--- src/rtl/pirq_pkg.sv ---
package pirq_pkg;

    localparam int CODE_W = 4;

    localparam logic [7:0] OFF_CMD     = 8'h04;
    localparam logic [7:0] OFF_HIDE    = 8'h42;
    localparam logic [7:0] OFF_RT_IDE0 = 8'h44;
    localparam logic [7:0] OFF_RT_AB   = 8'h48;
    localparam logic [7:0] OFF_RT_CD   = 8'h49;
    localparam logic [7:0] OFF_LOCK    = 8'h5F;
    localparam logic [7:0] OFF_RT_IDE1 = 8'h75;
    localparam logic [7:0] OFF_RT_PM   = 8'h76;
    localparam logic [7:0] OFF_RT_SMB  = 8'h77;
    localparam logic [7:0] HIDE_FLOOR  = 8'h40;
    localparam logic [7:0] NARROW_MASK = 8'h1F;
    localparam int         HIDE_BIT    = 7;
    localparam int         LOCK_BIT    = 3;

    typedef struct packed {
        logic              hit;
        logic [CODE_W-1:0] num;
    } irq_sel_t;

    typedef struct packed {
        logic [7:0] cmd;
        logic [7:0] hide_ctl;
        logic [7:0] lock_ctl;
        logic [7:0] rt_ab;
        logic [7:0] rt_cd;
        logic [7:0] rt_ide0;
        logic [7:0] rt_ide1;
        logic [7:0] rt_pm;
        logic [7:0] rt_smb;
    } cfg_regs_t;

    // Scrambled steering table; misses leave the source unconnected.
    function automatic irq_sel_t code_to_irq(input logic [CODE_W-1:0] code);
        irq_sel_t s;
        s.hit = 1'b1;
        case (code)
            4'd1:    s.num = 4'd9;
            4'd2:    s.num = 4'd3;
            4'd3:    s.num = 4'd10;
            4'd4:    s.num = 4'd4;
            4'd5:    s.num = 4'd5;
            4'd6:    s.num = 4'd7;
            4'd7:    s.num = 4'd6;
            4'd8:    s.num = 4'd1;
            4'd9:    s.num = 4'd11;
            4'd11:   s.num = 4'd12;
            4'd13:   s.num = 4'd14;
            4'd15:   s.num = 4'd15;
            default: begin
                s.hit = 1'b0;
                s.num = 4'd0;
            end
        endcase
        return s;
    endfunction

endpackage

--- src/rtl/pirq_code_decode.sv ---
module pirq_code_decode
    import pirq_pkg::*;
#(
    parameter int IRQ_W = 16
) (
    input  logic [CODE_W-1:0] code_i,
    output logic [IRQ_W-1:0]  vec_o
);

    irq_sel_t sel;

    always_comb begin
        sel = code_to_irq(code_i);
        for (int i = 0; i < IRQ_W; i++) begin
            vec_o[i] = sel.hit && (int'(sel.num) == i);
        end
    end

endmodule

--- src/rtl/pirq_cfg_regs.sv ---
module pirq_cfg_regs
    import pirq_pkg::*;
#(
    parameter logic [7:0] CMD_RST = 8'h0F,
    parameter int         NUM_SRC = 8,
    localparam int        CODES_W = NUM_SRC * CODE_W
) (
    input  logic               clk_i,
    input  logic               rst_ni,
    input  logic               we_i,
    input  logic [7:0]         addr_i,
    input  logic [7:0]         wdata_i,
    output logic [7:0]         rdata_o,
    output logic [CODES_W-1:0] codes_o
);

    cfg_regs_t regs_d, regs_q;
    logic      hidden, locked;

    assign hidden = regs_q.hide_ctl[HIDE_BIT];
    assign locked = regs_q.lock_ctl[LOCK_BIT];

    always_comb begin
        regs_d = regs_q;
        if (we_i) begin
            case (addr_i)
                OFF_CMD:     if (!locked) regs_d.cmd = wdata_i;
                OFF_HIDE:    regs_d.hide_ctl = wdata_i;
                OFF_LOCK:    regs_d.lock_ctl = wdata_i;
                OFF_RT_AB:   regs_d.rt_ab    = wdata_i;
                OFF_RT_CD:   regs_d.rt_cd    = wdata_i;
                OFF_RT_IDE0: regs_d.rt_ide0  = wdata_i;
                OFF_RT_IDE1: regs_d.rt_ide1  = wdata_i & NARROW_MASK;
                OFF_RT_PM:   regs_d.rt_pm    = wdata_i & NARROW_MASK;
                OFF_RT_SMB:  regs_d.rt_smb   = wdata_i & NARROW_MASK;
                default:     ;
            endcase
        end
    end

    always_ff @(posedge clk_i or negedge rst_ni) begin
        if (!rst_ni) begin
            regs_q     <= '0;
            regs_q.cmd <= CMD_RST;
        end else begin
            regs_q <= regs_d;
        end
    end

    always_comb begin
        rdata_o = '0;
        case (addr_i)
            OFF_CMD:     rdata_o = locked ? 8'h00 : regs_q.cmd;
            OFF_HIDE:    rdata_o = regs_q.hide_ctl;
            OFF_LOCK:    rdata_o = regs_q.lock_ctl;
            OFF_RT_AB:   rdata_o = regs_q.rt_ab;
            OFF_RT_CD:   rdata_o = regs_q.rt_cd;
            OFF_RT_IDE0: rdata_o = regs_q.rt_ide0;
            OFF_RT_IDE1: rdata_o = regs_q.rt_ide1;
            OFF_RT_PM:   rdata_o = regs_q.rt_pm;
            OFF_RT_SMB:  rdata_o = regs_q.rt_smb;
            default:     rdata_o = '0;
        endcase
        if (hidden && (addr_i >= HIDE_FLOOR)) rdata_o = '0;
    end

    assign codes_o = {regs_q.rt_smb[3:0], regs_q.rt_pm[3:0],
                      regs_q.rt_ide1[3:0], regs_q.rt_ide0[3:0],
                      regs_q.rt_cd[7:4], regs_q.rt_cd[3:0],
                      regs_q.rt_ab[7:4], regs_q.rt_ab[3:0]};

    // A locked command byte must not move on a write to it.
    assert_lock_hold_R7: assert property (@(posedge clk_i) disable iff (!rst_ni)
        (we_i && addr_i == OFF_CMD && locked) |=> $stable(regs_q.cmd));

    // A routing write lands whatever the hide bit says.
    assert_route_write_R6: assert property (@(posedge clk_i) disable iff (!rst_ni)
        (we_i && addr_i == OFF_RT_AB) |=> (regs_q.rt_ab == $past(wdata_i)));

endmodule

--- src/rtl/pirq_steer.sv ---
module pirq_steer
    import pirq_pkg::*;
#(
    parameter int         IRQ_W   = 16,
    parameter logic [7:0] CMD_RST = 8'h0F,
    localparam int        NUM_SRC = 8,
    localparam int        CODES_W = NUM_SRC * CODE_W
) (
    input  logic               clk_i,
    input  logic               rst_ni,
    input  logic               cfg_we_i,
    input  logic [7:0]         cfg_addr_i,
    input  logic [7:0]         cfg_wdata_i,
    output logic [7:0]         cfg_rdata_o,
    input  logic [NUM_SRC-1:0] src_req_i,
    output logic [IRQ_W-1:0]   irq_o,
    output logic [CODES_W-1:0] route_code_o
);

    localparam logic [IRQ_W-1:0] DEAD_IRQS = IRQ_W'(16'h2105);

    typedef struct packed {
        logic [IRQ_W-1:0] irq;
    } steer_st_t;

    steer_st_t        st_d, st_q;
    logic [IRQ_W-1:0] src_vec [NUM_SRC];

    pirq_cfg_regs #(
        .CMD_RST (CMD_RST),
        .NUM_SRC (NUM_SRC)
    ) regs_i (
        .clk_i   (clk_i),
        .rst_ni  (rst_ni),
        .we_i    (cfg_we_i),
        .addr_i  (cfg_addr_i),
        .wdata_i (cfg_wdata_i),
        .rdata_o (cfg_rdata_o),
        .codes_o (route_code_o)
    );

    for (genvar s = 0; s < NUM_SRC; s++) begin : g_src
        pirq_code_decode #(
            .IRQ_W (IRQ_W)
        ) dec_i (
            .code_i (route_code_o[s*CODE_W +: CODE_W]),
            .vec_o  (src_vec[s])
        );
    end

    always_comb begin
        st_d.irq = '0;
        for (int s = 0; s < NUM_SRC; s++) begin
            if (src_req_i[s]) st_d.irq = st_d.irq | src_vec[s];
        end
    end

    always_ff @(posedge clk_i or negedge rst_ni) begin
        if (!rst_ni) st_q <= '0;
        else         st_q <= st_d;
    end

    assign irq_o = st_q.irq;

    assert_dead_lines_R1: assert property (@(posedge clk_i) disable iff (!rst_ni)
        ((irq_o & DEAD_IRQS) == '0));

    assert_idle_quiet_R2: assert property (@(posedge clk_i) disable iff (!rst_ni)
        (src_req_i == '0) |=> (irq_o == '0));

    assert_no_route_quiet_R8: assert property (@(posedge clk_i) disable iff (!rst_ni)
        (route_code_o == '0) |=> (irq_o == '0));

    assert_merge_bound_R4: assert property (@(posedge clk_i) disable iff (!rst_ni)
        1'b1 |=> ($countones(irq_o) <= $countones($past(src_req_i))));

endmodule

--- config.mk ---
export PLATFORM = sky130hd
export DESIGN_NAME = pirq_steer
export DESIGN_NICKNAME = d
export VERILOG_FILES = /design/src/rtl/pirq_pkg.sv /design/src/rtl/pirq_code_decode.sv /design/src/rtl/pirq_cfg_regs.sv /design/src/rtl/pirq_steer.sv
export SDC_FILE = /design/constraint.sdc
export NUM_CORES = 1
export LEC_CHECK = 0
export ABC_CLOCK_PERIOD_IN_PS = 2090
export BUFFER_PORTS_ARGS = -buffer_cell sky130_fd_sc_hd__buf_2
export CORE_MARGIN = 8
export CORE_UTILIZATION = 25
export DETAILED_ROUTE_END_ITERATION = 16
export PLACE_DENSITY_LB_ADDON = 0.12
export RECOVER_POWER = 25
export SYNTH_ARGS = -nofsm -noshare
export SYNTH_HDL_FRONTEND = slang
export SYNTH_SLANG_ARGS = --single-unit
--- constraint.sdc ---
create_clock -name clk_i -period 2.09 [get_ports clk_i]
set_input_delay 0.1045 -clock clk_i [delete_from_list [all_inputs] [get_ports clk_i]]
set_output_delay 0.1045 -clock clk_i [all_outputs]
set_load 0.005 [all_outputs]
# Word level (Yosys, flattened, before mapping)
# Index checks and enable logic that the tools add are counted.
[word_totals]
word_cells = 425
latchBits = 0
mem_bits_ro = 0
memories = 0
reg_bits = 79
mem_bits_rw = 0
[op_classes]
muxes = 27
n_div = 0
mul = 0
bitwise_logic = 8
n_reduce_logical = 154
n_shift = 0
n_eq_ne = 225
add_sub_neg = 0
n_lt_le_gt_ge = 1
[ops]
columns = ["operator", "n"]
rows = [
  ["equality test 4 bit (second input constant)", 104],
  ["case mux 4 bit (12 select lines)", 8],
  ["equality test 4 x 3 -> 1 bit (second input constant)", 64],
  ["logical AND 1 bit", 129],
  ["equality test 4 x 2 -> 1 bit (second input constant)", 32],
  ["2-to-1 mux 16 bit", 8],
  ["bitwise OR 16 bit", 7],
  ["OR reduction 12 bit", 8],
  ["case mux 8 bit (9 select lines)", 1],
  ["equality test 4 x 1 -> 1 bit (second input constant)", 16],
  ["equality test 8 x 7 -> 1 bit (second input constant)", 8],
  ["zero test 4 bit", 8],
  ["2-to-1 mux 8 bit", 2],
  ["AND reduction 2 bit", 8],
  ["equality test 8 x 3 -> 1 bit (second input constant)", 1],
  ["greater-or-equal comparator 8 x 7 -> 1 bit (second input constant)", 1],
  ["2-to-1 mux 1 bit", 8],
  ["AND reduction 3 bit", 1],
  ["NOT 1 bit", 1],
]

# Logic depth before layout (Yosys ltp)
[depth]
depth_word = 19
depth_mapped = 7

# By module
# From an unflattened synthesis, not the netlist that was laid out.
[unflattened]
cells_unflattened = 554
area_unflattened_um2 = 6429.9
[modules_own_cells]
columns = ["module", "area_per_inst_um2", "cells_each", "instances"]
rows = [
  ["pirq_cfg_regs", 3294.4, 274, 1],
  ["pirq_code_decode", 246.5, 21, 8],
  ["pirq_steer", 1163.6, 112, 1],
]

# Least setup slack after synthesis
# OpenSTA, ideal clock, no wires.
[synth_path]
path_kind = "input -> output"
from = "input port cfg_addr_i[0]"
to = "output port cfg_rdata_o[5]"
stages = 6
arrival_time_ns = 1.723
setup_slack_ns = 0.262
path_cell_list = "buf_2 > or4b_1 > nor4_1 > nor2b_1 > a222oi_1 > a21oi_1"
[synth_via]
elab_chain_cells = 3
word_cells_on_any_way = 13
cone_classes = "order compare: 1; eq/ne: 9; mux: 2; reduce/logical: 1"
[synth_lines]
columns = ["element", "line", "source"]
rows = [
  ["from (decl)", "pirq_steer.sv:12", "input logic [7:0] cfg_addr_i,"],
  ["greater-or-equal comparator 8 x 7 -> 1 bit, or another cell as far along", "pirq_cfg_regs.sv:64", "if (hidden && (addr_i >= HIDE_FLOOR)) rdata_o = '0;"],
  ["logical AND 1 bit / case mux 8 bit (9 select lines) (equally long branches)", "pirq_cfg_regs.sv:64, pirq_cfg_regs.sv:52", ""],
  ["2-to-1 mux 8 bit (*)", "pirq_cfg_regs.sv:64", ""],
  ["to (decl)", "pirq_steer.sv:14", "output logic [7:0] cfg_rdata_o,"],
]
# Every way passes the cells marked *; elsewhere a longest branch is shown, timed or not.

# Final worst setup path
[layout_path]
from = "input port cfg_addr_i[0]"
to = "output port cfg_rdata_o[3]"
# Same word-level chain as after synthesis.

==> results.yml <==
run_status:
  status: "finished clean"
power:
  intPower_mw: 2.61
  power.switching_mw: 1.00
  pwr-share-clk_pct: 41.2
  ir_drop_mv: 0.355
  swShare_pct: 27.8
  comb_power_share_pct: 12.0
  leakage_nw: 2.56
  p_per_area_nw_per_um2: 644
  power.share.sequential_pct: 46.8
clock_network:
  cts_tree: "yes"
  clock-sinks: 79
  cts_setup_buffers: 0
  cts_buffers: 9
  h-tree-depth: 3
  cts-root-to-sink-buffers: 2
  worstSkewPairLatency_ns: 0.35
  clk_pin_slew_ns: 0.06
  root_buffer: "clkbuf_16"
floorplan:
  core.rowCount: 49
  coreArea_um2: 18000
  start_util_pct: 25.5
  io_pins: 83
  fp.dieArea_um2: 22900
  fp.dieW_um: 151
  die_h_um: 151
setup_path:
  reg2reg_from: "regs_i.codes_o[17]"
  crit_type: "input port to primary output"
  critPathLaunch: "cfg_addr_i[0]"
  cp_data_required_time_ns: 1.99
  end_kind: "primary output"
  cp.arrival_ns: 1.89
  worstPathMaxFanout: 3
  startpoint_type: "input port"
cells_and_area:
  multi_input_area_um2: 2340
  area_growth_pct: 22.3
  post_route_cells_drive_above_1_share_pct: 40.9
  nNetsFinal: 552
  fillers: 1878
  postLayoutCoreUtil_pct: 31.2
  design_area_um2: 5610
  ff_latch_area_um2: 1980
  n_antenna_cell: 0
worst_hold_path:
  min_from: "cfg_wdata_i[7]"
  hold_class: "input port to flop"
routing:
  wirelength_um: 17400
  via_count: 3929
  drt_iter0_drc: 272
  routedWlPerCell_um: 22.9
  vias_per_cell: 5.18
  first_pass_iters: 5
  post-route-drc-count: 0
  postRouteAntennaNets: 0
synth:
  yosys.area_share.simple_pct: 21.0
  ys_warn_count: 0
  avgSynthCellArea_um2: 10.6
  async_flop_share_pct: 100
  ys_seq_elements: 79
  synth_xor_area_share_pct: 0
  synthFlopType: "dfrtp_1"
  yosysSeqAreaShare_pct: 43.2
  synth-adder-area-share_pct: 0
  synth_compound_area_share_pct: 10.9
  yosysUniqueCellTypes: 47
  synth_mux_area_share_pct: 17.8
  synth_top_family_by_area: "simple AND/OR/NAND/NOR gates"
  synth_area_um2: 4590
  synth-edff-count: 0
  synth_cells: 434
global_routing:
  grt_max_degree: 39
  grt_usage_pct: 15.6
  grt_pass1_vias: 4211
  grt_overflow: 0
  antenna_found_initial: 0
  grt_pass1_wl_um: 26300
placement:
  gp_congestion: 0.886
  dp_hpwl_um: 13600
  dpl_cell_area_um2: 5300
  port_buffers: 82
timing:
  final.setup_skew_ns: 0.00832
  slew_violations: 0
  tightest_slew_ns: 1.18
  fin_crit_ns: 2.00
  tns_ns: 0
  slew_headroom_pct: 21.3
  setup_violations: 0
  rsz0062_at_grt: "false"
  max_freq_mhz: 500
  finalCritPeriodShare_pct: 95.7
  hold_violations: 0
run:
  cap_viol_max_count: 0
-- cell families after synthesis --
group	Yosys count
multiplexers	70
AND/OR/NAND/NOR	165
AO/OA/AOI/OAI	70
buffers and inverters	49
other	1
flip-flops	79
-- routing by layer --
metal  vias to the layer above  wire length, µm  track usage [%]
met4                         0              651             7.67
met3                        35              791             3.23
li1                       1805                -                -
met5                         -                0                0
met2                       126             8350             25.6
met1                      1963             7580             19.1
-- state kept, by name (all words and copies together), names as in the netlist --
name / cells
regs_i.codes_o: 32
regs_i.hidden: 1
irq_o: 16
regs_i.regs_q: 29
regs_i.locked: 1
-- through the flow --
step,hold slack (ns),worst slack (ns),cells,power [mW]
floorplan,-0.191,0.262,437,1.92
global placement,0.146,-0.234,742,2.16
detailed placement,0.152,-0.159,742,2.16
finish,0.0939,0.0909,759,3.61
CTS,0.0808,0.0463,759,3.67
global route,0.0969,0.00280,759,3.78
-- path summary, 6_finish.rpt --
kind	to	slack, ns	cells after the start
max	cfg_rdata_o[3]	0.09	7
min	regs_i.hidden	0.09	2
max reg2reg	irq_o[14]	0.44	3
min reg2reg	regs_i.regs_q[4]	0.51	1
max in group asynchronous	regs_i.regs_q[64]	0.71	3
min in group asynchronous	irq_o[7]	0.53	2
-- power groups by stage --
| stage | Combinational (mW) | Sequential, mW | Clock, mW |
|---|---|---|---|
| global placement | 0.439 | 1.72 | 0 |
| finish | 0.435 | 1.69 | 1.49 |
| CTS | 0.443 | 1.69 | 1.54 |
| detailed placement | 0.440 | 1.72 | 0 |
| global route | 0.479 | 1.70 | 1.60 |
| floorplan | 0.223 | 1.69 | 0 |
-- final cells by class --
cell class / instances / share of cell area, %
sequential: 79 / 35.4
multi-input combinational: 309 / 41.7
inverter: 4 / 0.268
clock inverter: 4 / 0.558
timing repair buffer: 122 / 12.7
clock buffer: 12 / 4.22
tap: 229 / 5.11
-- worst max-delay path: stages --
cell and delay, ns:
buf_2 0.10, or4b_1 0.61, nor3_1 0.33, nor3b_2 0.30
a221oi_1 0.11, a21oi_1 0.20, buf_2 0.14
-- cell usage in the layout (no fill, tap or decap), types with 4 or more instances in the layout --
master      n
nor4b_1     6
or4_1       4
conb_1      4
nand2_1    24
buf_2      72
dfstp_2     4
a221oi_1    7
a222oi_1    5
nor4_1     11
nor2b_1     6
buf_4      38
nand2b_1   19
mux2_4      8
a21oi_1     8
nand3_1    12
clkbuf_1   12
dfrtp_1    73
nor2_1     23
inv_1       4
o22ai_1    23
mux2_2     62
clkbuf_16   9
nor3_1     24
a22oi_1    12
nand3b_1   12
-- cell usage after synthesis, drive strengths merged, types with 5 or more instances --
cell type  instances  share of area, %
nand2b            20               2.9
a221oi             7               1.3
nand3             12               1.3
nand2             27               2.4
o22ai             23               3.1
a222oi             5               1.1
nor3              25               2.8
clkbuf             8              0.65
a21oi              8              0.87
nor2              23               1.9
a22oi             12               2.0
nor4b              6               1.1
buf               37               6.0
dfrtp             75                41
nor4              14               2.2
nand3b            12               2.0
nor2b              6              0.82
mux2              70                18
-- repair_timing --
| item | CTS | global route |
|---|---|---|
| hold buffers | 1 | 0 |
| setup endpoints to repair | 1 | 6 |
| endpoints found under the hold margin | 33 | 0 |
| gates resized for setup | 3 | 6 |
Power figures use the tool's default switching activity.
